$ cat src/rtl/irq_cpu_if_pkg.sv
package irq_cpu_if_pkg;
  localparam int ADDR_W  = 8;
  localparam int DATA_W  = 32;
  localparam int PRIO_W  = 8;
  localparam int CPU_W   = 3;
  localparam int SGI_NUM = 16;

  localparam logic [ADDR_W-1:0] A_CTRL  = 8'h00;
  localparam logic [ADDR_W-1:0] A_PMR   = 8'h04;
  localparam logic [ADDR_W-1:0] A_ACK   = 8'h08;
  localparam logic [ADDR_W-1:0] A_EOI   = 8'h0C;
  localparam logic [ADDR_W-1:0] A_SGI   = 8'h10;
  localparam logic [ADDR_W-1:0] A_ENSET = 8'h14;
  localparam logic [ADDR_W-1:0] A_ENCLR = 8'h18;
  localparam logic [ADDR_W-1:0] A_PEND  = 8'h1C;
  localparam logic [ADDR_W-1:0] A_ACT   = 8'h20;
  localparam logic [ADDR_W-1:0] A_PRIO  = 8'h40;

  localparam logic [9:0]        SPURIOUS_ID = 10'd1023;
  localparam logic [PRIO_W-1:0] PRIO_RST    = 8'hA0;
endpackage

$ cat src/rtl/irq_cpu_if_prio.sv
module irq_cpu_if_prio
  import irq_cpu_if_pkg::*;
#(
  parameter int NUM_SRC = 32
) (
  input  logic                      clk,
  input  logic                      rst,
  input  logic                      wr_en,
  input  logic [ADDR_W-1:0]         wr_addr,
  input  logic [DATA_W-1:0]         wr_data,
  output logic [NUM_SRC*PRIO_W-1:0] prio_flat
);
  // One byte per source; word w holds sources 4w..4w+3 at lane (n % 4).
  for (genvar g = 0; g < NUM_SRC; g++) begin : g_src
    localparam logic [ADDR_W-1:0] WORD_ADDR = A_PRIO + ADDR_W'(4 * (g / 4));
    localparam int                LANE      = g % 4;
    logic [PRIO_W-1:0] prio_q;
    always_ff @(posedge clk) begin
      if (rst)
        prio_q <= PRIO_RST;
      else if (wr_en && wr_addr == WORD_ADDR)
        prio_q <= wr_data[LANE*PRIO_W +: PRIO_W];
    end
    assign prio_flat[g*PRIO_W +: PRIO_W] = prio_q;
  end
endmodule

$ cat src/rtl/irq_cpu_if_arb.sv
module irq_cpu_if_arb
  import irq_cpu_if_pkg::*;
#(
  parameter int NUM_SRC = 32,
  localparam int IDX_W  = $clog2(NUM_SRC)
) (
  input  logic [NUM_SRC*PRIO_W-1:0] prio_flat,
  input  logic [NUM_SRC-1:0]        elig,
  input  logic [PRIO_W-1:0]         pmr,
  output logic                      cand_valid,
  output logic [IDX_W-1:0]          cand_id
);
  logic [PRIO_W-1:0] best_prio;

  // Linear scan from ID 0 upward; strict compare keeps the lower ID on ties.
  always_comb begin
    cand_valid = 1'b0;
    cand_id    = '0;
    best_prio  = '1;
    for (int i = 0; i < NUM_SRC; i++) begin
      if (elig[i] && prio_flat[i*PRIO_W +: PRIO_W] < pmr &&
          (!cand_valid || prio_flat[i*PRIO_W +: PRIO_W] < best_prio)) begin
        cand_valid = 1'b1;
        cand_id    = IDX_W'(i);
        best_prio  = prio_flat[i*PRIO_W +: PRIO_W];
      end
    end
  end
endmodule

$ cat src/rtl/irq_cpu_if_state.sv
module irq_cpu_if_state
  import irq_cpu_if_pkg::*;
#(
  parameter int NUM_SRC = 32,
  parameter int MY_CPU  = 0,
  localparam int IDX_W  = $clog2(NUM_SRC)
) (
  input  logic                     clk,
  input  logic                     rst,
  input  logic [NUM_SRC-1:0]       hw_req,
  input  logic                     sgi_wr,
  input  logic [7:0]               sgi_targets,
  input  logic [3:0]               sgi_id,
  input  logic [CPU_W-1:0]         sgi_cpu,
  input  logic                     ack_take,
  input  logic [IDX_W-1:0]         ack_id,
  input  logic                     eoi_wr,
  input  logic [9:0]               eoi_id,
  input  logic                     en_set_wr,
  input  logic                     en_clr_wr,
  input  logic [NUM_SRC-1:0]       en_bits,
  output logic [NUM_SRC-1:0]       pend,
  output logic [NUM_SRC-1:0]       act,
  output logic [NUM_SRC-1:0]       en,
  output logic [SGI_NUM*CPU_W-1:0] sgi_src_flat
);
  localparam logic [NUM_SRC-1:0] EN_RST = NUM_SRC'({SGI_NUM{1'b1}});
  localparam logic [NUM_SRC-1:0] HW_MASK = ~EN_RST;

  logic [NUM_SRC-1:0] pend_n, act_n, en_n;
  logic               sgi_hit;

  assign sgi_hit = sgi_wr && sgi_targets[MY_CPU];

  always_comb begin
    pend_n = pend;
    if (ack_take) pend_n[ack_id] = 1'b0;
    pend_n = pend_n | (hw_req & HW_MASK);
    if (sgi_hit) pend_n[sgi_id] = 1'b1;

    act_n = act;
    if (eoi_wr && int'(eoi_id) < NUM_SRC) act_n[eoi_id[IDX_W-1:0]] = 1'b0;
    if (ack_take) act_n[ack_id] = 1'b1;

    en_n = en;
    if (en_set_wr) en_n = en_n | en_bits;
    if (en_clr_wr) en_n = en_n & ~en_bits;
  end

  always_ff @(posedge clk) begin
    if (rst) begin
      pend <= '0;
      act  <= '0;
      en   <= EN_RST;
    end else begin
      pend <= pend_n;
      act  <= act_n;
      en   <= en_n;
    end
  end

  for (genvar s = 0; s < SGI_NUM; s++) begin : g_sgi
    logic [CPU_W-1:0] src_q;
    always_ff @(posedge clk) begin
      if (rst)
        src_q <= '0;
      else if (sgi_hit && sgi_id == 4'(s))
        src_q <= sgi_cpu;
    end
    assign sgi_src_flat[s*CPU_W +: CPU_W] = src_q;
  end
endmodule

$ cat src/rtl/irq_cpu_if.sv
module irq_cpu_if
  import irq_cpu_if_pkg::*;
#(
  parameter int NUM_SRC = 32,
  parameter int MY_CPU  = 0,
  localparam int IDX_W  = $clog2(NUM_SRC),
  localparam int WORDS  = NUM_SRC / 4
) (
  input  logic                 clk,
  input  logic                 rst,
  input  logic [NUM_SRC-1:0]   hw_req,
  input  logic [CPU_W-1:0]     bus_cpu,
  input  logic                 wr_en,
  input  logic [ADDR_W-1:0]    wr_addr,
  input  logic [DATA_W-1:0]    wr_data,
  input  logic                 rd_en,
  input  logic [ADDR_W-1:0]    rd_addr,
  output logic [DATA_W-1:0]    rd_data,
  output logic                 irq_out
);
  logic                      ctrl_en;
  logic [PRIO_W-1:0]         pmr;
  logic [NUM_SRC*PRIO_W-1:0] prio_flat;
  logic [NUM_SRC-1:0]        pend, act, en, elig;
  logic [SGI_NUM*CPU_W-1:0]  sgi_src_flat;
  logic                      cand_valid;
  logic [IDX_W-1:0]          cand_id;
  logic                      ack_rd, ack_take;
  logic [CPU_W-1:0]          ack_src;
  logic [DATA_W-1:0]         ack_word, prio_rd;

  always_ff @(posedge clk) begin
    if (rst) begin
      ctrl_en <= 1'b0;
      pmr     <= '0;
    end else if (wr_en) begin
      if (wr_addr == A_CTRL) ctrl_en <= wr_data[0];
      if (wr_addr == A_PMR)  pmr     <= wr_data[PRIO_W-1:0];
    end
  end

  irq_cpu_if_prio #(.NUM_SRC(NUM_SRC)) u_prio (
    .clk(clk), .rst(rst), .wr_en(wr_en), .wr_addr(wr_addr),
    .wr_data(wr_data), .prio_flat(prio_flat)
  );

  assign elig = pend & en & ~act;

  irq_cpu_if_arb #(.NUM_SRC(NUM_SRC)) u_arb (
    .prio_flat(prio_flat), .elig(elig), .pmr(pmr),
    .cand_valid(cand_valid), .cand_id(cand_id)
  );

  assign irq_out  = ctrl_en && cand_valid;
  assign ack_rd   = rd_en && rd_addr == A_ACK;
  assign ack_take = ack_rd && irq_out;

  irq_cpu_if_state #(.NUM_SRC(NUM_SRC), .MY_CPU(MY_CPU)) u_state (
    .clk(clk), .rst(rst), .hw_req(hw_req),
    .sgi_wr(wr_en && wr_addr == A_SGI), .sgi_targets(wr_data[23:16]),
    .sgi_id(wr_data[3:0]), .sgi_cpu(bus_cpu),
    .ack_take(ack_take), .ack_id(cand_id),
    .eoi_wr(wr_en && wr_addr == A_EOI), .eoi_id(wr_data[9:0]),
    .en_set_wr(wr_en && wr_addr == A_ENSET),
    .en_clr_wr(wr_en && wr_addr == A_ENCLR),
    .en_bits(wr_data[NUM_SRC-1:0]),
    .pend(pend), .act(act), .en(en), .sgi_src_flat(sgi_src_flat)
  );

  // Requester number only for software-generated IDs.
  assign ack_src  = (int'(cand_id) < SGI_NUM) ?
                    sgi_src_flat[int'(cand_id)*CPU_W +: CPU_W] : '0;
  assign ack_word = irq_out ? DATA_W'({ack_src, 10'(cand_id)}) : DATA_W'(SPURIOUS_ID);

  always_comb begin
    prio_rd = '0;
    for (int w = 0; w < WORDS; w++)
      if (rd_addr == A_PRIO + ADDR_W'(4 * w)) prio_rd = prio_flat[w*DATA_W +: DATA_W];
  end

  always_ff @(posedge clk) begin
    if (rst) begin
      rd_data <= '0;
    end else if (rd_en) begin
      case (rd_addr)
        A_CTRL:  rd_data <= DATA_W'(ctrl_en);
        A_PMR:   rd_data <= DATA_W'(pmr);
        A_ACK:   rd_data <= ack_word;
        A_ENSET: rd_data <= DATA_W'(en);
        A_PEND:  rd_data <= DATA_W'(pend);
        A_ACT:   rd_data <= DATA_W'(act);
        default: rd_data <= prio_rd;
      endcase
    end
  end
endmodule

$ cat config.mk
export PLATFORM = sky130hd
export DESIGN_NAME = irq_cpu_if
export DESIGN_NICKNAME = d
export VERILOG_FILES = /design/src/rtl/irq_cpu_if_pkg.sv /design/src/rtl/irq_cpu_if_prio.sv /design/src/rtl/irq_cpu_if_arb.sv /design/src/rtl/irq_cpu_if_state.sv /design/src/rtl/irq_cpu_if.sv
export SDC_FILE = /design/constraint.sdc
export NUM_CORES = 2
export LEC_CHECK = 0
export BUFFER_PORTS_ARGS = -buffer_cell sky130_fd_sc_hd__buf_2
export CAP_MARGIN = 20
export CORE_UTILIZATION = 51
export DETAILED_ROUTE_END_ITERATION = 10
export PLACE_DENSITY = 0.67
export SYNTH_ARGS = -nofsm -noshare
export SYNTH_HDL_FRONTEND = slang
export SYNTH_HIERARCHICAL = 1
export SYNTH_SLANG_ARGS = --single-unit
export TNS_END_PERCENT = 30
$ cat constraint.sdc
create_clock -name clk -period 67.3 [get_ports clk]
set_input_delay 3.365 -clock clk [delete_from_list [all_inputs] [get_ports clk]]
set_output_delay 3.365 -clock clk [all_outputs]
set_load 0.01 [all_outputs]
## Yosys cells after proc, flatten, opt, wreduce, memory -nomap -nowiden

Index checks and enable logic that the tools add are counted.

- Multipliers: 1
- Order comparisons: 71
- Equality and inequality tests: 41
- Shifts and indexed selects: 1
- Multiplexer cells: 117
- Bitwise operators: 13
- Reductions and logical operators: 166

Operators by type and width:

| kind | count |
|---|---|
| 8-bit less-than comparator | 63 |
| 32-bit two-way mux | 14 |
| 8-bit two-way mux | 31 |
| 32-bit one-hot mux with 6 select lines | 1 |
| 32-bit AND | 5 |
| 8-bit by 7-bit equality test with 1-bit output, second input constant | 16 |
| 32-bit NOT | 4 |
| 1-bit logical AND | 99 |
| 32-bit bitwise OR | 3 |
| 5-bit two-way mux | 16 |
| 48-bit by 8-bit indexed part select with 3-bit output | 1 |
| 8-bit by 5-bit equality test with 1-bit output, second input constant | 5 |
| 1-bit two-way mux | 36 |
| 4-bit equality test, second input constant | 8 |
| 4-bit two-way mux | 8 |
| 32-bit by 16-bit bitwise OR with 32-bit output | 1 |
| 1-bit zero test | 31 |
| 1-bit logical OR | 31 |
| 4-bit by 3-bit equality test with 1-bit output, second input constant | 4 |
| 8-bit by 3-bit equality test with 1-bit output, second input constant | 2 |
| 8-bit by 4-bit equality test with 1-bit output, second input constant | 2 |
| 8-bit zero test | 2 |
| 3-bit two-way mux | 5 |
| 13-bit two-way mux | 1 |
| 15 further kinds | 21 |

- Register bits after elaboration: 441
- Bits of input ports: 87
- Output and inout port bits: 33
- Logic and storage cells: 464

## Longest topological paths before layout

- Word-level depth: 138
- Gate-level depth with buffers: 373
- Mapped depth without buffers: 343

## Cells and area by module

Netlist, hierarchy kept.

By module, submodules not included:

| module | instances | cells an instance | area an instance (um^2) | sequential area each (um^2) |
|---|---|---|---|---|
| irq_cpu_if_arb | 1 | 2416 | 17436.7 | 0.0 |
| irq_cpu_if_prio | 1 | 901 | 10050.9 | 5124.9 |
| irq_cpu_if | 1 | 836 | 5733.0 | 820.8 |
| irq_cpu_if_state | 1 | 599 | 5602.9 | 2882.8 |

## Worst setup path after synthesis

OpenSTA, ideal clock, no wires.

- Path kind: register to register
- From: reg pmr[6]
- To: reg rd_data[10]
- Setup time: 0.145 ns
- Arrival time: 62.724 ns
- Required time: 67.155 ns
- Slack: 4.431 ns
- Stages on the path, launching flop included: 356
- Path buffers: 30
- Period minus slack after synthesis: 62.869 ns
- Path through: dfxtp_1 inv_1 ha_1 a21o_1 a21o_1 a21o_1 buf_2 nor2_1 ha_1 and3b_1 o311ai_1 nand2_1 a21oi_1 nand2_1 a21oi_1 inv_1 ha_1 nand2_1 [... 320 more ...] nor2_1 nand4b_1 mux2i_1 buf_2 o21ai_1 o31a_1 ha_1 nor2b_1 o21ai_0 a21oi_1 nor2_1 o21ai_1 o31ai_1 buf_2 mux4_2 mux2_2 o21ai_0 a41oi_1

- Cells in the longest elaborated chain, start to end: 132
- Elaborated cells on any way between the ends: 289
- Classes of those cells: 1 x mul; 64 x order compare; 1 x shift; 97 x mux; 126 x reduce/logical

Ends and longest elaborated chain:

| element | RTL line | source |
|---|---|---|
| start: declaration | irq_cpu_if.sv:22 | `logic [PRIO_W-1:0] pmr;` |
| start signal: assignment | irq_cpu_if.sv:38 | `if (wr_addr == A_PMR) pmr <= wr_data[PRIO_W-1:0];` |
| 8-bit less-than comparator | irq_cpu_if_arb.sv:21 | `if (elig[i] && prio_flat[i*PRIO_W +: PRIO_W] < pmr &&` |
| 1-bit logical AND | irq_cpu_if_arb.sv:21 |  |
| 8-bit two-way mux / 1-bit two-way mux (equally long branches) | irq_cpu_if_arb.sv:21 |  |
| 8-bit less-than comparator / 1-bit zero test (equally long branches) | irq_cpu_if_arb.sv:22 | `(!cand_valid \|\| prio_flat[i*PRIO_W +: PRIO_W] < best_prio)) begin` |
| 1-bit logical OR | irq_cpu_if_arb.sv:22 |  |
| 1-bit logical AND | irq_cpu_if_arb.sv:21 |  |
| 8-bit two-way mux / 1-bit two-way mux (equally long branches) | irq_cpu_if_arb.sv:21 |  |
| 8-bit less-than comparator / 1-bit zero test (equally long branches) | irq_cpu_if_arb.sv:22 |  |
| [... 117 more ...] | - |  |
| 1-bit logical AND | irq_cpu_if_arb.sv:21 |  |
| 5-bit two-way mux * | irq_cpu_if_arb.sv:21 |  |
| named net cand_id[0] | irq_cpu_if.sv:27 | `logic [IDX_W-1:0] cand_id;` |
| 5-bit by 2-bit multiplier with 7-bit output | irq_cpu_if.sv:72 | `sgi_src_flat[int'(cand_id)*CPU_W +: CPU_W] : '0;` |
| 48-bit by 8-bit indexed part select with 3-bit output | irq_cpu_if.sv:72 |  |
| 3-bit two-way mux * | irq_cpu_if.sv:71 | `assign ack_src = (int'(cand_id) < SGI_NUM) ?` |
| 13-bit two-way mux * | irq_cpu_if.sv:73 | `assign ack_word = irq_out ? DATA_W'({ack_src, 10'(cand_id)}) : DATA_W'(SPURIOUS_ID);` |
| 32-bit one-hot mux with 6 select lines * | irq_cpu_if.sv:85 | `case (rd_addr)` |
| end signal: assignment | irq_cpu_if.sv:86 | `A_CTRL: rd_data <= DATA_W'(ctrl_en);` |
| end signal: assignment | irq_cpu_if.sv:87 | `A_PMR: rd_data <= DATA_W'(pmr);` |
| end signal: assignment | irq_cpu_if.sv:88 | `A_ACK: rd_data <= ack_word;` |
| end: declaration | irq_cpu_if.sv:18 | `output logic [DATA_W-1:0] rd_data,` |

The timed path passes the listed nets; every way through them passes the cells marked *.
A chain may end at the register's enable or synchronous reset.

## Worst setup path in the final report

- From: reg pmr[6]
- To: reg rd_data[11]

Same word-level chain as after synthesis.

==> reports/results.txt <==
Arrival time at the worst endpoint: 64.18 ns. The total negative slack came out at 0 ns. Across every metal layer, demand over resource in global routing totals 37.5%. Master of the slowest instance on the critical path: sky130_fd_sc_hd__or4b_4. The logs give 55.2% for the met2 track utilization from global routing and 39900 sq um for the area of placed instances. In this run the most critical hold path is launched from u_state/g_sgi[2].src_q[0]. The area share of the largest cell type after synthesis was 22.7%; the worst setup skew after layout was 0.0395 ns. The count of port buffers added during placement came out at 103. The number of hold buffers added after CTS was 0. For the area of all placed cells without fillers, the log shows 42800 sq um. The number of different library cells used by synthesis comes to 135. Ranked by total cell area, the synthesized netlist is headed by sky130_fd_sc_hd__dfxtp_1, sky130_fd_sc_hd__ha_1, sky130_fd_sc_hd__mux2i_1, sky130_fd_sc_hd__nand2b_1, sky130_fd_sc_hd__a21oi_1. The clock insertion delay at the later pin of the skew report was 0.65 ns; the total clock sinks was 441. The logs give 74800 sq um for the placeable core region and 0.990 for the routability congestion estimate. Including well taps, the total number of placed cells is 5658. The horizontal die dimension was 278 microns.

The clock period could shrink to 63.66 ns. For the pin with the worst max-slew slack, the measured transition is 1.19 ns. The cell count after synthesis came out at 4752.

The run gives 5811 as the final cell count without fillers. At the end of the flow, the number of nets in the layout was 5268. For this run, the number of Yosys warnings is 6. The largest single stage delay on the critical path is 0.55 ns. The analysis attributes to cell leakage a power of 0.0192 uW.

The logs give 34300 for the number of global-route vias before repair and 51 for the number of clock buffers inserted by TritonCTS. After floorplanning, the core was divided into 100 placement rows. In the final routed layout, each cell accounts on average for 26.3 microns. The synthesized design contains 441 register bits. The H-tree was split into 2 levels.

The sequential element share of the synthesized area is 22.7%, and the first-pass GRT wire length is 221000 microns. For the initial antenna violation count, the log shows 11. The number of synthesized flops with an enable pin was 0; the first-pass detailed-route iteration total was 6. The clock passes through at most 3 buffers. In the synthesized netlist the async set-or-reset flop fraction comes to 0%.

Summed over all layers, the routed wires come to 153000 microns. Once detail routing completed, the nets flagged for antenna violations numbered 0. Most utilized layer in the global route result: met2. The tools report the fraction of met1 tracks used by global routing as 51.6%. IR analysis of the VDD net gives a maximum drop of 19.6 uV. The mapped netlist covers 38800 sq um. The clock network is responsible for 50.6% of the overall power. Cells with a size suffix above 1 make up 12.8% of the layout. The post-synthesis average cell area is 8.17 sq um, and the final hold violation count is 0. 120 I/O pins were placed. The clock-pin transition on the worst setup and hold timing paths works out to 0.06 ns. The most used flip-flop cell after synthesis is sky130_fd_sc_hd__dfxtp_1. The starting utilization of the core area is 51.9%. In the layout the commonest cells are sky130_fd_sc_hd__dfxtp_1, sky130_fd_sc_hd__ha_1, sky130_fd_sc_hd__mux2i_1. For this design the ratio of total power to cell area is 14.5 nW/um^2. The largest total area in the synthesized netlist belongs to sky130_fd_sc_hd__dfxtp_1. The largest fanout on the critical path works out to 17. The number of remaining DRC errors was 0.

The total setup violations reported at the end of the flow came out at 0. The kind of critical path was reg2reg. The number of max-capacitance violations reported was 0.

The CTS root buffer is sky130_fd_sc_hd__clkbuf_16. In the global route stage, met3 resource usage came out at 8.07%. The first routing iteration left 4837 violations. The routed via count was 38600; the portion of total power attributed to combinational logic was 6.6%. The ratio of final minimum period to clock period is 94.6%, and the placed wire-length estimate is 110000 microns. Leaving out fill and tap cells, the most frequent cell in the layout is sky130_fd_sc_hd__dfxtp_1. The type of destination of the critical path is a flip-flop. TritonCTS built the clock tree.

Based on the critical path, the design can be clocked at up to 15.7 MHz. Entering global routing, the biggest net connects 195 pins. The endpoint required time on the critical path is 67.82 ns. The pre-CTS worst setup slack was -0.689 ns.

Total global routing overflow: 0. The worst relative slew slack was 20.2%; the max-slew violation count was 0. The number of nets in the synthesized netlist is 5222. For this design the total switching power over the nets is 161 uW. In this run switching power makes up 25.9% of total power. The worst setup path is launched from a flip-flop. The floorplan step set the die height to 278 microns. The total die area is 77200 sq um. The internal portion of total power was 460 uW; the post-detailed-route via-to-cell ratio was 6.64. The most critical setup path has its startpoint at pmr[6]. The portion of total power attributed to sequential cells was 42.8%; the area added between synthesis and finish was 10.2%.

The flow ran to the end, and the final reports show no timing, DRC or antenna violations. In this run the critical register-to-register path is launched from pmr[6]. The path class of the lowest-slack min-delay path was reg2reg.

Smallest setup slack after layout: 3.64 ns.
==> registers in the layout (all words and copies together) (netlist names) <==
register and cells:
u_state/pend 32, u_state/g_sgi.src_q 48, u_prio/g_src.prio_q 256, pmr 8, rd_data 32, u_state/en 32
u_state/act 32, ctrl_en 1
==> through the flow <==
stage	power [uW]	utilization (%)	hold slack, ns
after floorplan	292	-	0.432
after global placement	310	53.4	0.442
after detailed placement	310	53.4	0.450
after CTS	618	56.0	0.459
after global routing	631	57.2	0.477
final	620	57.2	0.456
==> worst paths after layout <==
path | slack, ns | end | cells after the start
worst max-delay path | 3.64 | rd_data[11] | 335
worst min-delay path | 0.46 | u_state/g_sgi[2].src_q[0] | 2
worst max register to register | 3.64 | rd_data[11] | 335
worst min register to register | 0.46 | u_state/g_sgi[2].src_q[0] | 2
==> final cells by class <==
class | instances | area, sq um
multi-input combinational | 3845 | 28400
antenna | 6 | 15.0
clock inverter | 23 | 435
tap | 969 | 1210
fill | 6908 | 32000
sequential | 441 | 8830
inverter | 219 | 823
timing repair buffer | 240 | 1610
clock buffer | 68 | 1430
==> synthesized netlist by cell type (all sizes together) (20+ instances only) <==
| library cell | n |
|---|---|
| and3 | 27 |
| ha | 383 |
| a21oi | 357 |
| a32oi | 43 |
| nor2b | 98 |
| nand2 | 379 |
| a31oi | 20 |
| a221oi | 21 |
| a22oi | 23 |
| o21a | 44 |
| a211oi | 80 |
| nand3 | 50 |
| and2 | 41 |
| nor2 | 380 |
| clkbuf | 119 |
| buf | 135 |
| dfxtp | 441 |
| nand3b | 28 |
| or2 | 20 |
| mux2i | 378 |
| maj3 | 27 |
| inv | 219 |
| o221ai | 20 |
| or3 | 25 |
| nor4 | 20 |
| mux2 | 62 |
| a21o | 107 |
| o22ai | 32 |
| nand2b | 292 |
| o21ai | 368 |
| nor3 | 52 |
| o211ai | 50 |
| nand4 | 30 |
==> critical path, delay by kind of cell, from the launching register on <==
kind	cells	cell delay [ns]
AND/OR/NAND/NOR	100	16.41
adder cells (fa/ha/maj)	32	8.88
flip-flops	1	0.38
AO/OA/AOI/OAI	156	29.81
multiplexers	16	4.24
buffers and inverters	31	3.73
==> cells by family after synthesis <==
kind of cell | after synthesis | share of synthesized area (%)
and+or+nand+nor | 1541 | 21.1
AOI/OAI and AO/OA | 1416 | 24.7
buffers and inverters | 473 | 5.63
muxes | 455 | 12.4
DFF | 441 | 22.7
adders and majority gates | 410 | 13.0
xor gates and xnor gates | 16 | 0.361
==> per-layer routing <==
| layer | vias to the layer above | wire (microns) |
|---|---|---|
| met5 | - | 63 |
| met4 | 10 | 8350 |
| met3 | 397 | 17400 |
| met2 | 2257 | 63300 |
| met1 | 18300 | 63600 |
| li1 | 17600 | - |
==> repair_timing <==
item                                    in CTS  in global routing
gates cloned                                 0                  9
buffers inserted                            13                 33
pin swaps                                    4                 20
endpoints found under the setup margin      71                 72
gates resized for setup                      6                123
==> power groups by stage <==
stage	registers [uW]	logic, uW	clock network [uW]
after CTS	265	38.9	314
after global routing	265	42.0	324
final	265	40.9	314
after floorplan	270	22.3	0
after global placement	271	38.6	0
after detailed placement	271	38.8	0
Note: power is estimated with default switching activity, not from simulation.
